<file path="config.mk">
export PLATFORM = sky130hd
export DESIGN_NAME = nand_cycle_gen
export DESIGN_NICKNAME = d
export VERILOG_FILES = /design/src/rtl/nfc_pkg.sv /design/src/rtl/nfc_desc_fifo.sv /design/src/rtl/nfc_cycle_seq.sv /design/src/rtl/nfc_rd_capture.sv /design/src/rtl/nand_cycle_gen.sv
export SDC_FILE = /design/constraint.sdc
export NUM_CORES = 1
export LEC_CHECK = 0
export ABC_AREA = 1
export CAP_MARGIN = 20
export CORE_UTILIZATION = 59
export DETAILED_ROUTE_END_ITERATION = 10
export HOLD_SLACK_MARGIN = 0.08
export PLACE_DENSITY = 0.95
export SETUP_SLACK_MARGIN = 0.5
export SLEW_MARGIN = 20
export SYNTH_ARGS = -nofsm -noshare
export SYNTH_HDL_FRONTEND = slang
export SYNTH_SLANG_ARGS = --single-unit
export TNS_END_PERCENT = 30
</file>
<file path="constraint.sdc">
create_clock -name clk -period 3.56 [get_ports clk]
set_input_delay 0.356 -clock clk [delete_from_list [all_inputs] [get_ports clk]]
set_output_delay 0.356 -clock clk [all_outputs]
set_load 0.01 [all_outputs]
</file>
<file path="src/rtl/nfc_pkg.sv">
package nfc_pkg;
  localparam int BUS_W = 8;

  typedef enum logic [1:0] {
    OP_CMD   = 2'd0,
    OP_ADDR  = 2'd1,
    OP_WDATA = 2'd2,
    OP_RDATA = 2'd3
  } op_e;

  typedef enum logic [2:0] {
    S_IDLE,
    S_CA_PRE,
    S_CA_LOW,
    S_CA_HOLD,
    S_DW_LOW,
    S_DW_HIGH,
    S_DR_LOW,
    S_DR_HIGH
  } seq_e;

  typedef struct packed {
    op_e              op;
    logic [BUS_W-1:0] data;
  } desc_t;

  localparam int DESC_W = $bits(desc_t);
endpackage

</file>
<file path="src/rtl/nfc_desc_fifo.sv">
module nfc_desc_fifo #(
  parameter int DEPTH = 4,
  parameter int W     = 10
) (
  input  logic         clk,
  input  logic         rst,
  input  logic         push,
  input  logic [W-1:0] wdata,
  input  logic         pop,
  output logic [W-1:0] rdata,
  output logic         empty,
  output logic         full
);
  localparam int AW = (DEPTH > 1) ? $clog2(DEPTH) : 1;

  logic [W-1:0] mem [DEPTH];
  logic [AW-1:0] wp, rp;
  logic [AW:0]   fill;
  logic do_push, do_pop;

  assign do_push = push && !full;
  assign do_pop  = pop && !empty;
  assign empty   = (fill == '0);
  assign full    = (fill == (AW+1)'(DEPTH));
  assign rdata   = mem[rp];

  always_ff @(posedge clk) begin
    if (do_push) mem[wp] <= wdata;
  end

  always_ff @(posedge clk) begin
    if (rst) begin
      wp   <= '0;
      rp   <= '0;
      fill <= '0;
    end else begin
      if (do_push) wp <= (wp == AW'(DEPTH-1)) ? '0 : wp + 1'b1;
      if (do_pop)  rp <= (rp == AW'(DEPTH-1)) ? '0 : rp + 1'b1;
      case ({do_push, do_pop})
        2'b10:   fill <= fill + 1'b1;
        2'b01:   fill <= fill - 1'b1;
        default: fill <= fill;
      endcase
    end
  end
endmodule

</file>
<file path="src/rtl/nfc_cycle_seq.sv">
module nfc_cycle_seq
  import nfc_pkg::*;
#(
  parameter int PRE_TCK  = 1,
  parameter int LOW_TCK  = 1,
  parameter int HOLD_TCK = 1,
  parameter int EXT_MULT = 2
) (
  input  logic             clk,
  input  logic             rst,
  input  logic             ext_mode,
  input  logic             head_valid,
  input  desc_t            head,
  output logic             pop,
  output logic             cle,
  output logic             ale,
  output logic             we_n,
  output logic             re_n,
  output logic [BUS_W-1:0] io_out,
  output logic             io_oe,
  output logic             cap_en
);
  localparam int MAXD = 2 * (PRE_TCK + LOW_TCK + HOLD_TCK) * EXT_MULT;
  localparam int CW   = $clog2(MAXD + 1);

  seq_e             state, nxt;
  logic [CW-1:0]    cnt, nxt_cnt;
  logic             ext_q, nxt_ext;
  op_e              op_q, nxt_op;
  logic [BUS_W-1:0] byte_q, nxt_byte;
  logic             last;

  // interval length in clk cycles, minus one, for a count given in tCK
  function automatic logic [CW-1:0] span(input int tck, input logic ext);
    int v;
    v = 2 * tck * (ext ? EXT_MULT : 1);
    return CW'(v - 1);
  endfunction

  always_comb begin
    nxt      = state;
    nxt_cnt  = cnt;
    nxt_ext  = ext_q;
    nxt_op   = op_q;
    nxt_byte = byte_q;
    pop      = 1'b0;
    last     = (state == S_IDLE) || (state == S_DW_HIGH) || (state == S_DR_HIGH) ||
               ((state == S_CA_HOLD) && (cnt == '0));
    if (last && head_valid) begin
      pop      = 1'b1;
      nxt_op   = head.op;
      nxt_byte = head.data;
      nxt_ext  = ext_mode;
      case (head.op)
        OP_CMD, OP_ADDR: begin
          nxt     = S_CA_PRE;
          nxt_cnt = span(PRE_TCK, ext_mode);
        end
        OP_WDATA: nxt = S_DW_LOW;
        default:  nxt = S_DR_LOW;
      endcase
    end else begin
      case (state)
        S_CA_PRE: begin
          if (cnt == '0) begin
            nxt     = S_CA_LOW;
            nxt_cnt = span(LOW_TCK, ext_q);
          end else nxt_cnt = cnt - 1'b1;
        end
        S_CA_LOW: begin
          if (cnt == '0) begin
            nxt     = S_CA_HOLD;
            nxt_cnt = span(HOLD_TCK, ext_q);
          end else nxt_cnt = cnt - 1'b1;
        end
        S_CA_HOLD: begin
          if (cnt == '0) nxt = S_IDLE;
          else nxt_cnt = cnt - 1'b1;
        end
        S_DW_LOW: nxt = S_DW_HIGH;
        S_DR_LOW: nxt = S_DR_HIGH;
        default:  nxt = S_IDLE;
      endcase
    end
  end

  logic is_ca_n, drive_n;
  assign is_ca_n = (nxt == S_CA_PRE) || (nxt == S_CA_LOW) || (nxt == S_CA_HOLD);
  assign drive_n = is_ca_n || (nxt == S_DW_LOW) || (nxt == S_DW_HIGH);

  always_ff @(posedge clk) begin
    if (rst) begin
      state  <= S_IDLE;
      cnt    <= '0;
      ext_q  <= 1'b0;
      op_q   <= OP_CMD;
      byte_q <= '0;
      cle    <= 1'b0;
      ale    <= 1'b0;
      we_n   <= 1'b1;
      re_n   <= 1'b1;
      io_oe  <= 1'b0;
      io_out <= '0;
    end else begin
      state  <= nxt;
      cnt    <= nxt_cnt;
      ext_q  <= nxt_ext;
      op_q   <= nxt_op;
      byte_q <= nxt_byte;
      cle    <= is_ca_n && (nxt_op == OP_CMD);
      ale    <= is_ca_n && (nxt_op == OP_ADDR);
      we_n   <= !((nxt == S_CA_LOW) || (nxt == S_DW_LOW));
      re_n   <= !(nxt == S_DR_LOW);
      io_oe  <= drive_n;
      io_out <= drive_n ? nxt_byte : '0;
    end
  end

  assign cap_en = (state == S_DR_LOW);
endmodule

</file>
<file path="src/rtl/nfc_rd_capture.sv">
module nfc_rd_capture #(
  parameter int W = 8
) (
  input  logic         clk,
  input  logic         rst,
  input  logic         cap_en,
  input  logic [W-1:0] io_in,
  output logic         rd_valid,
  output logic [W-1:0] rd_data
);
  always_ff @(posedge clk) begin
    if (rst) begin
      rd_valid <= 1'b0;
      rd_data  <= '0;
    end else begin
      rd_valid <= cap_en;
      if (cap_en) rd_data <= io_in;
    end
  end
endmodule

</file>
<file path="src/rtl/nand_cycle_gen.sv">
module nand_cycle_gen
  import nfc_pkg::*;
#(
  parameter int DEPTH    = 4,
  parameter int PRE_TCK  = 1,
  parameter int LOW_TCK  = 1,
  parameter int HOLD_TCK = 1,
  parameter int EXT_MULT = 2
) (
  input  logic             clk,
  input  logic             rst,
  input  logic             ext_mode,
  input  logic             desc_valid,
  output logic             desc_ready,
  input  logic [1:0]       desc_op,
  input  logic [BUS_W-1:0] desc_byte,
  output logic             nand_cle,
  output logic             nand_ale,
  output logic             nand_we_n,
  output logic             nand_re_n,
  output logic [BUS_W-1:0] nand_io_out,
  output logic             nand_io_oe,
  input  logic [BUS_W-1:0] nand_io_in,
  output logic             rd_valid,
  output logic [BUS_W-1:0] rd_data
);
  logic [DESC_W-1:0] q_rdata;
  logic              q_empty, q_full, q_pop, cap_en;
  desc_t             head;

  assign desc_ready = !q_full;
  assign head       = desc_t'(q_rdata);

  nfc_desc_fifo #(.DEPTH(DEPTH), .W(DESC_W)) u_queue (
    .clk   (clk),
    .rst   (rst),
    .push  (desc_valid),
    .wdata ({desc_op, desc_byte}),
    .pop   (q_pop),
    .rdata (q_rdata),
    .empty (q_empty),
    .full  (q_full)
  );

  nfc_cycle_seq #(
    .PRE_TCK (PRE_TCK),
    .LOW_TCK (LOW_TCK),
    .HOLD_TCK(HOLD_TCK),
    .EXT_MULT(EXT_MULT)
  ) u_seq (
    .clk       (clk),
    .rst       (rst),
    .ext_mode  (ext_mode),
    .head_valid(!q_empty),
    .head      (head),
    .pop       (q_pop),
    .cle       (nand_cle),
    .ale       (nand_ale),
    .we_n      (nand_we_n),
    .re_n      (nand_re_n),
    .io_out    (nand_io_out),
    .io_oe     (nand_io_oe),
    .cap_en    (cap_en)
  );

  nfc_rd_capture #(.W(BUS_W)) u_cap (
    .clk     (clk),
    .rst     (rst),
    .cap_en  (cap_en),
    .io_in   (nand_io_in),
    .rd_valid(rd_valid),
    .rd_data (rd_data)
  );
endmodule

</file>
==> results.sh <==
export IMPL_status="complete, no violations"
export IMPL_first_iter_violations=190
export IMPL_grt_pass1_wl_um=11600
export IMPL_cp_top_family="simple AND/OR/NAND/NOR gates"
export IMPL_post_dp_cell_area_sq_mm=0.00408
export IMPL_final_layout_size_suffix_gt1_share_pct=10.2
export IMPL_utilization_pct=71.9
export IMPL_cts_resized=0
export IMPL_finalCritPeriodShare_pct=73.7
export IMPL_cts_setup_buffers=0
export IMPL_final_cell_mix="nor2_1, nand2_1, dfxtp_1"
export IMPL_synth_area_leaders="edfxtp_1, dfxtp_1, nor2_1, nand2_1, o21ai_0"
export IMPL_syn_area_sq_mm=0.00362
export IMPL_synth_cell_types=32
export IMPL_synthToLayoutAreaGrowth_pct=17.7
export IMPL_critical_path_buf_inv_count=2
export IMPL_dp_cells=480
export IMPL_rows=28
export IMPL_setup_viol=0
export IMPL_fmax_ghz=0.381
export IMPL_relSlewSlack_pct=34.9
export IMPL_final_instance_count_excl_fill=496
export IMPL_antenna_found_initial=0
export IMPL_path_class="reg -> reg"
export IMPL_grt_overflow_total=0
export IMPL_final_setup_tns_ns=0
export IMPL_irDropWorstVdd_mv=0.577
export IMPL_wl_per_cell_um=14.3
export IMPL_synth_nets=403
export IMPL_grtUsageTotal_pct=24.0
export IMPL_n_antenna_cell=0
export IMPL_place_gp_congestion=0.891
export IMPL_vias=2728
export IMPL_htreeDepth=3
export IMPL_yosysSeqAreaShare_pct=60.3
export IMPL_drt_pre_antenna_iters=4
export IMPL_worst_pin_slew_ns=0.973
export IMPL_fin_area_sq_mm=0.00426
export IMPL_synth_cells=372
export IMPL_critPathMaxStageDelay_ns=0.57
export IMPL_port_buffers=44
export IMPL_clock_root_buffer="clkbuf_8"
export IMPL_clk_latency_ns=0.36
export IMPL_routed_wl_um=7080
export IMPL_ant_nets=0
export IMPL_grt_pass1_vias=2651
export IMPL_yosysTopAreaCell="edfxtp_1"
export IMPL_critPathMaxFanout=17
export IMPL_yosysTopAreaCellShare_pct=33.2
export IMPL_cts_hold_buf=0
export IMPL_cp_data_arrival_time_ns=2.87
export IMPL_cts_buffer_depth=2
export IMPL_crit_slowest_cell="dfxtp_1"
export IMPL_power_leakage_uw=0.00167
export IMPL_cp_cell_sequence="nand2_1, nor2_4, nand2_2, nand2_4, nand2_4, inv_4, ha_1, inv_1, fa_1, a21oi_1, o21ai_0, o21ai_0, a21oi_1"
export IMPL_io_pins=45
export IMPL_ys_ff_latch=89
export IMPL_hp_class="reg -> reg"
export IMPL_fin_hold_ws_ns=0.467
export IMPL_layout_commonest_cell="nor2_1"
export IMPL_cp_end_kind="register"
export IMPL_clk_pin_slew_ns=0.09
export IMPL_hold_viol_final=0
export IMPL_coreArea_sq_mm=0.00592
export IMPL_cts_sinks=89
export IMPL_drc=0
export IMPL_ys_warn_count=0
export IMPL_maxCapViolations=0
export IMPL_fin_skew_ns=0.0118
export IMPL_fin_nets=447
export IMPL_p_per_area_mw_per_mm2=896
export IMPL_die_area_sq_mm=0.00645
export IMPL_dp_final_hpwl_um=4590
export IMPL_rsz0062_at_grt="no"
export IMPL_via_per_inst=5.50
export IMPL_start_util_pct=61.1
export IMPL_drv_slew=0
export IMPL_cts_buffers=9
export IMPL_grt_start_max_net_pins=22
export IMPL_cts_tree="done"
export IMPL_die_width_um=80.3
export IMPL_die_h_um=80.3
export IMPL_cp_required_ns=3.81
export IMPL_avgSynthCellArea_sq_um=9.73
export IMPL_start_kind="register"
export IMPL_layout_min_cycle_time_ns=2.62
## area by class of cell
cell class,count,area (sq um)
Sequential cell,89,2180
Fill cell,412,1660
Multi-Input combinational cell,235,1220
Timing Repair Buffer,45,448
Inverter,36,138
Clock buffer,9,124
Tap cell,75,93.8
Clock inverter,7,51.3
## registers in the layout, summed over array words and instances (netlist names), 2 cells and up, named ones only
signal and flops:
u_seq.io_out 8, u_queue.rp 2, u_seq.state 3, u_seq.byte_q 8, u_seq.op_q 2, u_seq.cnt 4
u_queue.mem 40, u_cap.rd_data 8, u_queue.wp 2, u_queue.fill 3
## path summary, 6_finish.rpt
path / start / to / depth (start not counted) / slack (ns)
worst max-delay path: u_seq.state[1] / u_queue.fill[2] / 13 / 0.94
worst min-delay path: u_cap.rd_data[3] / u_cap.rd_data[3] / 2 / 0.47
worst max register to register: u_seq.state[1] / u_queue.fill[2] / 13 / 0.94
worst min register to register: u_cap.rd_data[3] / u_cap.rd_data[3] / 2 / 0.47
## synth_stat cells, drive strengths merged
| master | n |
|---|---|
| a211oi | 1 |
| edfxtp | 40 |
| ha | 8 |
| nand3 | 20 |
| o211ai | 3 |
| o211a | 1 |
| o22ai | 1 |
| clkinv | 1 |
| nor3 | 2 |
| inv | 35 |
| nor2 | 65 |
| xor2 | 1 |
| o21ai | 45 |
| dfxtp | 49 |
| buf | 6 |
| fa | 1 |
| nand2 | 59 |
| a21oi | 28 |
| clkbuf | 6 |
## where the power goes
part           switching (uW)  total [uW]  internal [uW]
clock                     365         623            259
combinational            1130        1710            584
sequential                158        1480           1330
total                    1650        3820           2170
## cells by family (layout without fill, tap and decap cells)
| logic type | count (synthesis) | after routing | share of synthesized area, % |
|---|---|---|---|
| simple gates | 146 | 146 | 17.9 |
| xor+xnor | 1 | 1 | 0.242 |
| flops | 89 | 89 | 60.3 |
| compound gates | 79 | 79 | 12.3 |
| buf+inv | 48 | 97 | 5.91 |
| fa+ha+maj | 9 | 9 | 3.32 |
## metal layers
layer	track usage, %	vias to the layer above	wire, um
li1	-	1322	-
met1	27.7	1291	2940
met2	40.2	92	3560
met3	6.36	23	375
met4	13.9	0	204
met5	0	-	0
## worst reg2reg max path, delay by kind of cell (launching register included)
family,cells,cell delay [ns]
adder cells (fa/ha/maj),2,0.55
buffers and inverters,2,0.27
AO/OA/AOI/OAI,4,0.46
flip-flops,1,0.57
AND/OR/NAND/NOR,5,0.66
## metrics by stage
stage | setup slack [ns] | power (uW)
floorplan | 1.26 | 2780
global placement | 1.12 | 3080
detailed placement | 1.00 | 3160
CTS | 0.970 | 3800
global route | 0.657 | 4070
finish | 0.938 | 3820
(Power assumes the default switching activity.)
